===== src/rtl/qws_pkg.sv =====
// Shared operation codes for the quadword splitting decoder.
// Assumes the upstream decoder has already reduced each instruction to
// a small class code; codes not listed here are ordinary instructions.
package qws_pkg;
    localparam int OP_W = 3;

    typedef enum logic [OP_W-1:0] {
        OP_PLAIN    = 3'd0,
        OP_LDQ      = 3'd1,
        OP_STQ      = 3'd2,
        OP_LDQ_RSV  = 3'd3,
        OP_STQ_COND = 3'd4
    } qop_e;
endpackage


===== src/rtl/qws_classify.sv =====
// Classifies one incoming instruction: whether it is a register-pair
// access that must be cracked, and whether its register fields overlap
// in a way that is not allowed. Purely combinational.
module qws_classify #(
    parameter int REG_W = 5
) (
    input  logic [qws_pkg::OP_W-1:0] op,
    input  logic [REG_W-1:0]         rt,
    input  logic [REG_W-1:0]         ra,
    input  logic [REG_W-1:0]         rb,
    output logic                     illegal,
    output logic                     split
);
    import qws_pkg::*;

    logic is_pair;

    // Decide pair membership and illegal overlap from the opcode and fields.
    always_comb begin
        is_pair = (op == OP_LDQ) || (op == OP_STQ) ||
                  (op == OP_LDQ_RSV) || (op == OP_STQ_COND);
        illegal = ((op == OP_LDQ) && (ra == rt)) ||
                  ((op == OP_LDQ_RSV) && ((ra == rt) || (rb == rt)));
        split   = is_pair && !illegal;
    end
endmodule


===== src/rtl/qws_regsel.sv =====
// Picks the register number for one half of a split pair. The odd
// register goes first in little-endian mode and second in big-endian
// mode; the other half uses the number as given.
module qws_regsel #(
    parameter int REG_W = 5
) (
    input  logic [REG_W-1:0] rt,
    input  logic             le,
    input  logic             second,
    output logic [REG_W-1:0] reg_o
);
    logic want_odd;

    // Select between the given number and its odd partner.
    always_comb begin
        want_odd = le ^ second;
        reg_o    = want_odd ? {rt[REG_W-1:1], 1'b1} : rt;
    end
endmodule


===== src/rtl/qws_split_decoder.sv =====
// Quadword splitting decode stage. Accepts one instruction per
// valid/ready handshake and presents registered micro-ops. A legal
// register-pair access is issued as two back-to-back micro-ops while
// upstream is stalled; everything else is issued once. Assumes the
// endianness bit is stable per instruction and that downstream always
// takes a valid micro-op. Flush drops any pending second half.
module qws_split_decoder #(
    parameter int REG_W = 5,
    parameter int PAY_W = 32
) (
    input  logic                     clk,
    input  logic                     rst_n,
    input  logic                     flush,
    input  logic                     in_valid,
    output logic                     in_ready,
    input  logic [qws_pkg::OP_W-1:0] in_op,
    input  logic [REG_W-1:0]         in_rt,
    input  logic [REG_W-1:0]         in_ra,
    input  logic [REG_W-1:0]         in_rb,
    input  logic                     in_le,
    input  logic [PAY_W-1:0]         in_pay,
    output logic                     out_valid,
    output logic [qws_pkg::OP_W-1:0] out_op,
    output logic [REG_W-1:0]         out_reg,
    output logic [REG_W-1:0]         out_ra,
    output logic [REG_W-1:0]         out_rb,
    output logic [PAY_W-1:0]         out_pay,
    output logic                     out_repeat,
    output logic                     out_second,
    output logic                     out_illegal
);
    localparam int OP_W = qws_pkg::OP_W;

    logic                pend;
    logic [OP_W-1:0]     hold_op;
    logic [REG_W-1:0]    hold_rt, hold_ra, hold_rb;
    logic [PAY_W-1:0]    hold_pay;
    logic                hold_le;
    logic                in_illegal, in_split;
    logic [REG_W-1:0]    first_reg, second_reg;

    qws_classify #(.REG_W(REG_W)) u_classify (
        .op      (in_op),
        .rt      (in_rt),
        .ra      (in_ra),
        .rb      (in_rb),
        .illegal (in_illegal),
        .split   (in_split)
    );

    qws_regsel #(.REG_W(REG_W)) u_sel_first (
        .rt     (in_rt),
        .le     (in_le),
        .second (1'b0),
        .reg_o  (first_reg)
    );

    qws_regsel #(.REG_W(REG_W)) u_sel_second (
        .rt     (hold_rt),
        .le     (hold_le),
        .second (1'b1),
        .reg_o  (second_reg)
    );

    // Upstream may hand over only when no second half is owed and no flush.
    assign in_ready = !pend && !flush;

    // Issue register: first halves and plain ops from input, second halves from hold.
    always_ff @(posedge clk) begin
        if (!rst_n) begin
            pend        <= 1'b0;
            out_valid   <= 1'b0;
            out_op      <= '0;
            out_reg     <= '0;
            out_ra      <= '0;
            out_rb      <= '0;
            out_pay     <= '0;
            out_repeat  <= 1'b0;
            out_second  <= 1'b0;
            out_illegal <= 1'b0;
        end else if (flush) begin
            pend        <= 1'b0;
            out_valid   <= 1'b0;
            out_repeat  <= 1'b0;
            out_second  <= 1'b0;
        end else if (pend) begin
            pend        <= 1'b0;
            out_valid   <= 1'b1;
            out_op      <= hold_op;
            out_reg     <= second_reg;
            out_ra      <= hold_ra;
            out_rb      <= hold_rb;
            out_pay     <= hold_pay;
            out_repeat  <= 1'b1;
            out_second  <= 1'b1;
            out_illegal <= 1'b0;
        end else if (in_valid) begin
            pend        <= in_split;
            out_valid   <= 1'b1;
            out_op      <= in_op;
            out_reg     <= in_split ? first_reg : in_rt;
            out_ra      <= in_ra;
            out_rb      <= in_rb;
            out_pay     <= in_pay;
            out_repeat  <= in_split;
            out_second  <= 1'b0;
            out_illegal <= in_illegal;
        end else begin
            out_valid   <= 1'b0;
            out_repeat  <= 1'b0;
            out_second  <= 1'b0;
        end
    end

    // Capture the instruction being accepted so its second half can be built.
    always_ff @(posedge clk) begin
        if (!rst_n) begin
            hold_op  <= '0;
            hold_rt  <= '0;
            hold_ra  <= '0;
            hold_rb  <= '0;
            hold_pay <= '0;
            hold_le  <= 1'b0;
        end else if (in_valid && in_ready) begin
            hold_op  <= in_op;
            hold_rt  <= in_rt;
            hold_ra  <= in_ra;
            hold_rb  <= in_rb;
            hold_pay <= in_pay;
            hold_le  <= in_le;
        end
    end
endmodule


===== config.mk =====
export PLATFORM = sky130hd
export DESIGN_NAME = qws_split_decoder
export DESIGN_NICKNAME = d
export VERILOG_FILES = /design/src/rtl/qws_pkg.sv /design/src/rtl/qws_classify.sv /design/src/rtl/qws_regsel.sv /design/src/rtl/qws_split_decoder.sv
export SDC_FILE = /design/constraint.sdc
export NUM_CORES = 1
export LEC_CHECK = 0
export BUFFER_PORTS_ARGS = -buffer_cell sky130_fd_sc_hd__buf_2
export CAP_MARGIN = 10
export CELL_PAD_IN_SITES_DETAIL_PLACEMENT = 0
export CELL_PAD_IN_SITES_GLOBAL_PLACEMENT = 1
export CORE_MARGIN = 3
export CORE_UTILIZATION = 40
export DETAILED_ROUTE_END_ITERATION = 16
export PLACE_DENSITY = 0.76
export SYNTH_ARGS = -nofsm -noshare
export SYNTH_HDL_FRONTEND = slang
export SYNTH_HIERARCHICAL = 1
export SYNTH_SLANG_ARGS = --single-unit

===== constraint.sdc =====
create_clock -name clk -period 2.8 [get_ports clk]
set_clock_uncertainty 0.05 [all_clocks]
set_input_delay 0.7 -clock clk [delete_from_list [all_inputs] [get_ports clk]]
set_output_delay 0.7 -clock clk [all_outputs]
set_load 0.03 [all_outputs]

Word-level counts from Yosys, hierarchy flattened
Index checks and enable logic that the tools add are counted.
Storage, ports and cells
  logic and storage cells: 61
  output and inout bits: 55
  input bits: 55
  bits in registers: 106
Cells by class
  muxes and demuxes: 20
  reduce and logical (&&, ||, !) cells: 17
  equality and inequality tests: 6
  bitwise operators: 2
Operators by type and width (number)
  $mux W32: 2
  $mux W5: 6
  $eq A5 B5 Y1: 2
  $mux W1: 10
  $eq A3 B2 Y1 const B: 2
  $mux W3: 2
  $logic_and A1 B1 Y1: 5
  $logic_or A1 B1 Y1: 5
  $eq A3 B1 Y1 const B: 1
  $eq A3 B3 Y1 const B: 1
  $logic_not A1 Y1: 3
  $reduce_or A3 Y1: 1
  $not A1 Y1: 2
  $reduce_and A2 Y1: 1
  $reduce_bool A2 Y1: 1
  $reduce_or A2 Y1: 1

Longest topological paths before layout
Gate-level depths: netlist of run 1.
  depth after elaboration: 9
  mapped depth: 8
  gate-level depth less buffers: 7

Cells and area by module
Netlist of run 1, hierarchy kept.
Modules (own cells, without submodules)
  qws_split_decoder: cells an instance 477, times used 1, area each 4459.3 sq um
  qws_classify: cells an instance 19, times used 1, area each 150.1 sq um
  qws_regsel: cells an instance 6, times used 2, area each 45.0 sq um

Worst setup path before layout of run 1
Ideal clock, no wire load.
  path kind: in2reg
  start: in in_rt[3]
  end: reg out_reg[0]
  setup time: 0.127 ns
  arrival: 2.154 ns
  stages on the path: 8
  slack: 0.469 ns
  buffers on the path: 1
  data required time: 2.623 ns
  path through: xor2_1 -> nor4_1 -> a32oi_1 -> a211o_1 -> clkbuf_1 -> mux2_2 -> o2111ai_1 -> o21ai_0
On the way
  longest elaborated chain between the ends: 9
RTL lines
  start, declared: RTL line qws_split_decoder.sv:17  | input logic [REG_W-1:0] in_rt,
  $eq A5 B5 Y1, on equally long branches: RTL line qws_classify.sv:22, qws_classify.sv:23
  $logic_or A1 B1 Y1: RTL line qws_classify.sv:23  | ((op == OP_LDQ_RSV) && ((ra == rt) || (rb == rt)));
  $logic_and A1 B1 Y1: RTL line qws_classify.sv:23
  $logic_or A1 B1 Y1 (*): RTL line qws_classify.sv:22  | illegal = ((op == OP_LDQ) && (ra == rt)) ||
  $logic_not A1 Y1 (*): RTL line qws_classify.sv:24  | split = is_pair && !illegal;
  $logic_and A1 B1 Y1 (*): RTL line qws_classify.sv:24
  named net in_split: RTL line qws_split_decoder.sv:39  | logic in_illegal, in_split;
  $mux W1 (*): RTL line qws_split_decoder.sv:101  | out_reg <= in_split ? first_reg : in_rt;
  $mux W5 (*): RTL line qws_split_decoder.sv:97  | end else if (in_valid) begin
  $mux W5 (*): RTL line qws_split_decoder.sv:86  | end else if (pend) begin
  end signal, assigned: RTL line qws_split_decoder.sv:90  | out_reg <= second_reg;
  end signal, assigned: RTL line qws_split_decoder.sv:101
  end, declared: RTL line qws_split_decoder.sv:24  | output logic [REG_W-1:0] out_reg,
Mark *: on every way through the listed nets, which the timed path passes. The rest lies on a longest branch. The select of a mux whose other input is x is not followed.
A chain may end at the register's enable or synchronous reset.

Worst setup path in the final report of run 1
  start: reg pend
  end: out in_ready
On the way
  longest elaborated chain between the ends: 2
RTL lines
  start, declared: RTL line qws_split_decoder.sv:34  | logic pend;
  start signal, assigned: RTL line qws_split_decoder.sv:98  | pend <= in_split;
  $logic_not A1 Y1: RTL line qws_split_decoder.sv:66  | assign in_ready = !pend && !flush;
  $logic_and A1 B1 Y1: RTL line qws_split_decoder.sv:66
  end, declared: RTL line qws_split_decoder.sv:15  | output logic in_ready,
No other way between the ends.

==> results of run 1 <==
## cell type report
type,count,share of cell area
clock inverter,5,0.00989
tap,140,0.0315
inverter,1,0.000674
multi-input combinational,351,0.412
timing repair buffer,121,0.120
clock buffer,11,0.0436
sequential,106,0.382
## path summary, 6_finish.rpt
kind                            startpoint    endpoint  slack (ps)  cells after the start
worst min register to register  hold_rt[0]  hold_rt[0]         400                      2
worst min-delay path            hold_rt[0]  hold_rt[0]         400                      2
worst max register to register        pend  hold_op[1]         970                      4
worst max-delay path                  pend    in_ready         440                      3
## cells in the mapped netlist, types with 5 or more instances
master | n | area share
buf_4 | 11 | 0.018
dfxtp_1 | 106 | 0.45
mux2_2 | 5 | 0.012
nand2_1 | 154 | 0.12
a21boi_1 | 50 | 0.080
nand2b_1 | 9 | 0.012
o21ai_0 | 5 | 0.0053
o211a_1 | 45 | 0.096
clkbuf_1 | 12 | 0.0096
mux2i_1 | 45 | 0.096
buf_6 | 5 | 0.012
xor2_1 | 9 | 0.017
o2111ai_1 | 5 | 0.0093
buf_2 | 21 | 0.022
## routing by layer
layer / GRT usage / vias to the layer above / wire, um
met5: 0 / - / 0
met4: 0.0713 / 0 / 205
met3: 0.0412 / 12 / 553
met2: 0.251 / 78 / 4610
met1: 0.221 / 1667 / 5000
li1: - / 1880 / -
## worst max-delay path, stage by stage (launching register included)
cell and delay, ps:
dfxtp_4 550, buf_4 430, nor2_1 80, buf_2 190
## cells by family after synthesis
group / share of synthesized area
AOI/OAI and AO/OA: 0.200
xor gates and xnor gates: 0.0224
buffers and inverters: 0.0631
DFF: 0.452
muxes: 0.108
other: 0.00160
and+or+nand+nor: 0.153
## metrics by stage
step	utilization	cell area [um^2]	setup slack, ps	instances	total power, mW
floorplan	-	4700	469	508	2.03
global placement	0.469	5240	215	718	2.17
detailed placement	0.469	5240	140	718	2.18
CTS	0.496	5540	401	734	3.46
global route	0.498	5570	317	735	3.57
finish	0.498	5570	438	735	3.41
## power breakdown
part	total [mW]	switching, mW	internal (mW)
Combinational	0.507	0.309	0.199
Sequential	1.64	0.0451	1.59
Clock	1.26	0.546	0.715
==> summary by stage, run 1 <==
Run status
The flow ran to the end, and the final reports show no timing, DRC or antenna violations.

Synth
The count of warnings emitted by yosys is 6. The proportion of synthesized chip area in sequential cells is 0.452. The number of synthesized register bits is 106. The most used flip-flop cell after synthesis is dfxtp_1. The cell count after synthesis came out at 508. The count of unique library cells instantiated by Yosys is 32.

Yosys mapped a number of flops with a built-in enable equal to 0. Counting every net in the synthesized netlist gives 563. In this run the cell area of the synthesized design comes to 4700 um^2. The async set-reset flop share out of synthesis is 0.

In this run the mean area of a mapped cell was 9.25 um^2.

Cells and area
The repair_antennas step left the layout with diodes totalling 0. In the final layout, the registers with the most flip-flops are hold_pay: 32 flops, out_pay: 32 flops. Registers take 2130 um^2. The number of filler cells placed in the layout is between 1000 and 1500. The net count of the finished layout is 645. Summing all multi-input logic gate instances after layout gives 2290 um^2. The signed area change from the synthesized netlist to the final layout is 18.5%. The library cells used most frequently in the layout, excluding fill and tap cells, are 154 x nand2_1, 108 x buf_2, 105 x dfxtp_1, 50 x a21boi_1.

The most common cell after layout, fill and taps aside is nand2_1. The fraction of layout cells with a size suffix above 1 is 0.245.

Critical path
The critical path is of the flop to output pin type. Along the worst path, the maximum fanout reaches 23. The data required time at the worst endpoint is 2050 ps. The critical path capture point type is an output pin. The worst setup path is launched from a flop. Data arrives at the worst endpoint at 1610 ps.

Timing
Of the available clock period, the critical path in the final layout requires 0.844. The headroom to the max-slew limit is 0.518. After routing, the total negative slack on setup checks comes to 0 ps. The count of pins over their slew limit is 0. At the pin with the least slew margin, the transition time is 722 ps. For the finished layout, the period the worst path requires is 2360 ps. Derived from the worst setup path, the maximum achievable clock frequency is between 400 and 500 MHz.

Setup violations remaining at the end of the flow were counted as 0. On the final layout, the worst hold slack is 400 ps. The number of hold violations in the final report is 0.

Setup repair after global routing left no endpoint under its margin.

Pwr
The largest vdd supply drop is 0.272 mV. The power per unit of standard cell area is 612 nW/um^2. The analysis attributes to cell leakage a power of 2.68 nW.

Clock network
At the later pin of the worst-skew pair, clock insertion delay measures 350 ps. TritonCTS built the clock tree. The count of instances resized after the clock tree is built is 0.

No sink is reached through more buffers than the 2 on the longest clock path. The CTS H-tree depth is 3. After clock tree synthesis, the clock-pin slew on the worst setup and hold paths is 70 ps. In this run, post-CTS hold repair placed 0 buffers. Buffers inserted during clock tree synthesis total 9. The number of setup buffers added after CTS is 0. Counting every sink on the clock net gives 106. The tree is rooted in a clkbuf_16.

Flow run
Max-cap violations in this run came to 0.

Floorplanning
The number of rows in the core area is 38. The area of the core is between 10000 and 15000 um^2. The initial cell density of the core is 0.421. The die covers between 10000 and 15000 um^2.

The number of primary I/O pins is 110. The horizontal extent of the die is 114 um. From bottom edge to top edge, the die measures 114 um.

Place
The estimated wirelength of the detail-placed design is 7.09 mm. The count of buffers added on input and output ports is about 110. Routability-driven placement finished with a final weighted congestion of 0.751.

Global routing
The number of antenna violations at the first check in global routing is 0. The all-layer global routing usage is 0.165. For this run the aggregate overflow at the end of global routing stands at 0. The global-route wire length before repair is around 17 mm. Entering global routing, the biggest net connects 68 pins. The number of global-route vias before repair is 3497.

Detailed routing
After detailed routing, the average wire length per cell comes to 14.1 um. For this run, the detailed router's first-pass iteration total came to 4. After detailed routing, the total wire length is 10.4 mm. The number of nets with antenna violations after routing is 0.

For this block, the initial DRC count from the detailed router was 208. The routed via count is 3637. After detailed routing, the number of remaining DRC violations is 0. The via count normalized by instance count is 4.95.

Hold path
In this run the worst hold path is classified as flop to flop.
No activity file was read; power rests on OpenSTA's default activity.
==> inputs of run 2 (changes only) <==
Settings changed: CORE_UTILIZATION 40 to 36, PLACE_DENSITY 0.76 to 0.72.
Clock period 2.8 ns to 2 ns, I/O delays scaled along.
==> run 2 against run 1 <==
Effect of this change:
- worst setup slack lost 400 ps
- via count grew 3.4%
- largest power group unchanged
- non-clock buffer count grew 16
==> summary by stage, run 2 (same netlist as run 1, synthesis figures left out) <==
Global routing
The number of antenna violations at the first check in global routing is 0. The number of global-route vias before repair is 3640. The remaining global-route overflow is 0. Entering global routing, the biggest net connects 56 pins. The global-route wire length before repair is ~18 mm. For this run, the total global-route usage over all layers was measured as 0.158.

Pwr
For this design the ratio of total power to cell area is 840 nW/um^2. The largest vdd supply drop is 0.606 mV. Summed over all cells, the static leakage comes to 2.78 nW.

The post-layout total power is 4.88 mW.

Cells and area
The most common cell after layout, fill and taps aside is nand2_1. The count of cells in the finished layout, fillers not included, comes to 783. In the layout the commonest cells are 154 x nand2_1, 105 x dfxtp_1, 104 x buf_2, 51 x a21boi_1. 0 antenna diodes ended up in the layout.

Of the cells placed in the final design, the portion with a size suffix greater than 1 is 0.273. The final layout net count is 661. The largest registers in the layout are hold_pay: 32 flops, out_pay: 32 flops.

For this run, the share of the core covered by cells in the final layout is 0.459. Relative to the synthesized area, the layout overhead comes to 23.7%.

Clock network
The number of buffers added by the clock tree synthesis step is 9. The number of buffers between clock root and the deepest sink is 2. The CTS tree is yes. At the later pin of the worst-skew pair, clock insertion delay measures 350 ps. The clock edge transition at the registers on the reported setup and hold paths is 70 ps. The root buffer cell chosen for the clock tree is clkbuf_16. The number of clock sinks is 106. The H-tree was split into 3 levels.

Timing
The final count of negative-setup-slack endpoints is 0. The upper clock frequency limit is 509 MHz. The number of hold violations in the final report is 0.

Setup repair after global routing could not meet its margin everywhere. The clock period minus final worst setup slack is 1970 ps. Once routing completed, OpenROAD measured the worst setup slack at 33.6 ps. The worst hold margin is about 340 ps. The final period utilization is 0.983.

The count of pins over their slew limit was 0.

Critical path
Traced cell by cell, the critical path runs through buf_4, xor2_1, nor4_2, a32oi_1, a211o_2, mux2_4, o2111ai_2, o21ai_1. The setup path with the least slack is of type primary input to flop. The number of buffers and inverters on the critical path is 1. At the worst endpoint, the required time is 2190 ps. The critical path capture point type is a flop. Among cell families on the critical path, the largest total delay comes from compound AO/OA/AOI/OAI gates. On the critical path, the stage with the largest delay is an instance of a211o_2. The data arrival time of the critical path is 2150 ps.

The critical path launch point type is a primary input. The delay of the slowest cell on the worst path is 390 ps. In this run the worst path has a maximum fanout of 6.

Floorplanning
The initial cell density of the core is 0.371. The die outline area is between 10000 and 15000 um^2. The area of the core is approximately 13000 um^2.

The number of primary I/O pins is 110. In this run the core area contains 41 standard-cell rows. The overall die height is between 100 and 150 um. The die is 120 um wide.

Place
The last weighted congestion value of the routability-driven placer is around 0.78. Including well taps, the total number of placed cells is 762. The port buffer count is ~110. The HPWL after detailed placement is roughly 7.3 mm. The placement-stage worst setup slack is -393 ps.

Detailed routing
The count of nets left with antenna violations once routing finished came out at 0. Before antenna repair, the detailed router went through 4 iterations. The total length of routed wires is 10.9 mm. For this block, the initial DRC count from the detailed router was 167. The via count normalized by instance count is roughly 4.8. In the routed design, unresolved DRC markers number 0. For this block, the via count after detailed routing is 3762. The average wire per cell in the routed design is 13.9 um.

Run status
The flow ran to the end, and the final reports show no timing, DRC or antenna violations.

Hold path
In this run the worst hold path is classified as primary input to flop.

Flow run
Max-cap violations in this run came to 0.
-- run 2: cell count changes in the layout (fill, tap and decap cells not counted), sizes merged --
cell and change:
buf +16, clkbuf +3, clkinv -1, clkinvlp -2
-- run 2: area by class of cell --
class	count	area, um^2
Clock buffer	14	274
Clock inverter	2	35.0
Fill cell	1258	6860
Inverter	1	3.75
Multi-Input combinational cell	351	2330
Sequential cell	106	2130
Tap cell	172	215
Timing Repair Buffer	137	830
-- run 2: worst paths after layout --
path         cells past startpoint      endpoint        from  slack, ps
max                              8    out_reg[2]    in_rb[1]         30
min                              3  hold_pay[28]  in_pay[28]        340
max reg2reg                      4     out_rb[3]        pend        440
min reg2reg                      2    hold_rt[2]  hold_rt[2]        400
-- run 2: timing repair --
action / 4_1_cts / 5_1_grt
setup endpoints to repair: 4 / 6
hold buffers: 0 / 0
gates resized for setup: 8 / 10
cloned: 0 / 0
pin swaps: 4 / 4
buffers inserted: 5 / 0
-- run 2: worst min-delay path, delay by kind of cell --
family	cells	cell delay, ps
and+or+nand+nor	1	50
buffers and inverters	1	100
AOI/OAI and AO/OA	1	50
-- run 2: layer usage --
metal  share of wire  wire length, um  vias to the layer above  track usage
met5               0                0                        -            0
met4          0.0083               90                        0       0.0361
met3           0.060              648                       10       0.0571
met2            0.46             5000                       83        0.252
met1            0.47             5130                     1761        0.205
li1                -                -                     1908            -
-- run 2: through the flow --
stage | instance area, um^2 | TNS [ps]
after floorplan | 4700 | -516
after global placement | 5410 | -2060
after detailed placement | 5410 | -2120
after CTS | 5780 | 0
after global routing | 5810 | -342
final | 5810 | 0
-- run 2: where the power goes --
part           switching (mW)  leakage, nW  internal (mW)
Sequential             0.0628        0.871           2.23
Clock                   0.753        0.153           1.07
Combinational           0.450         1.76          0.310
Total                    1.27         2.78           3.62
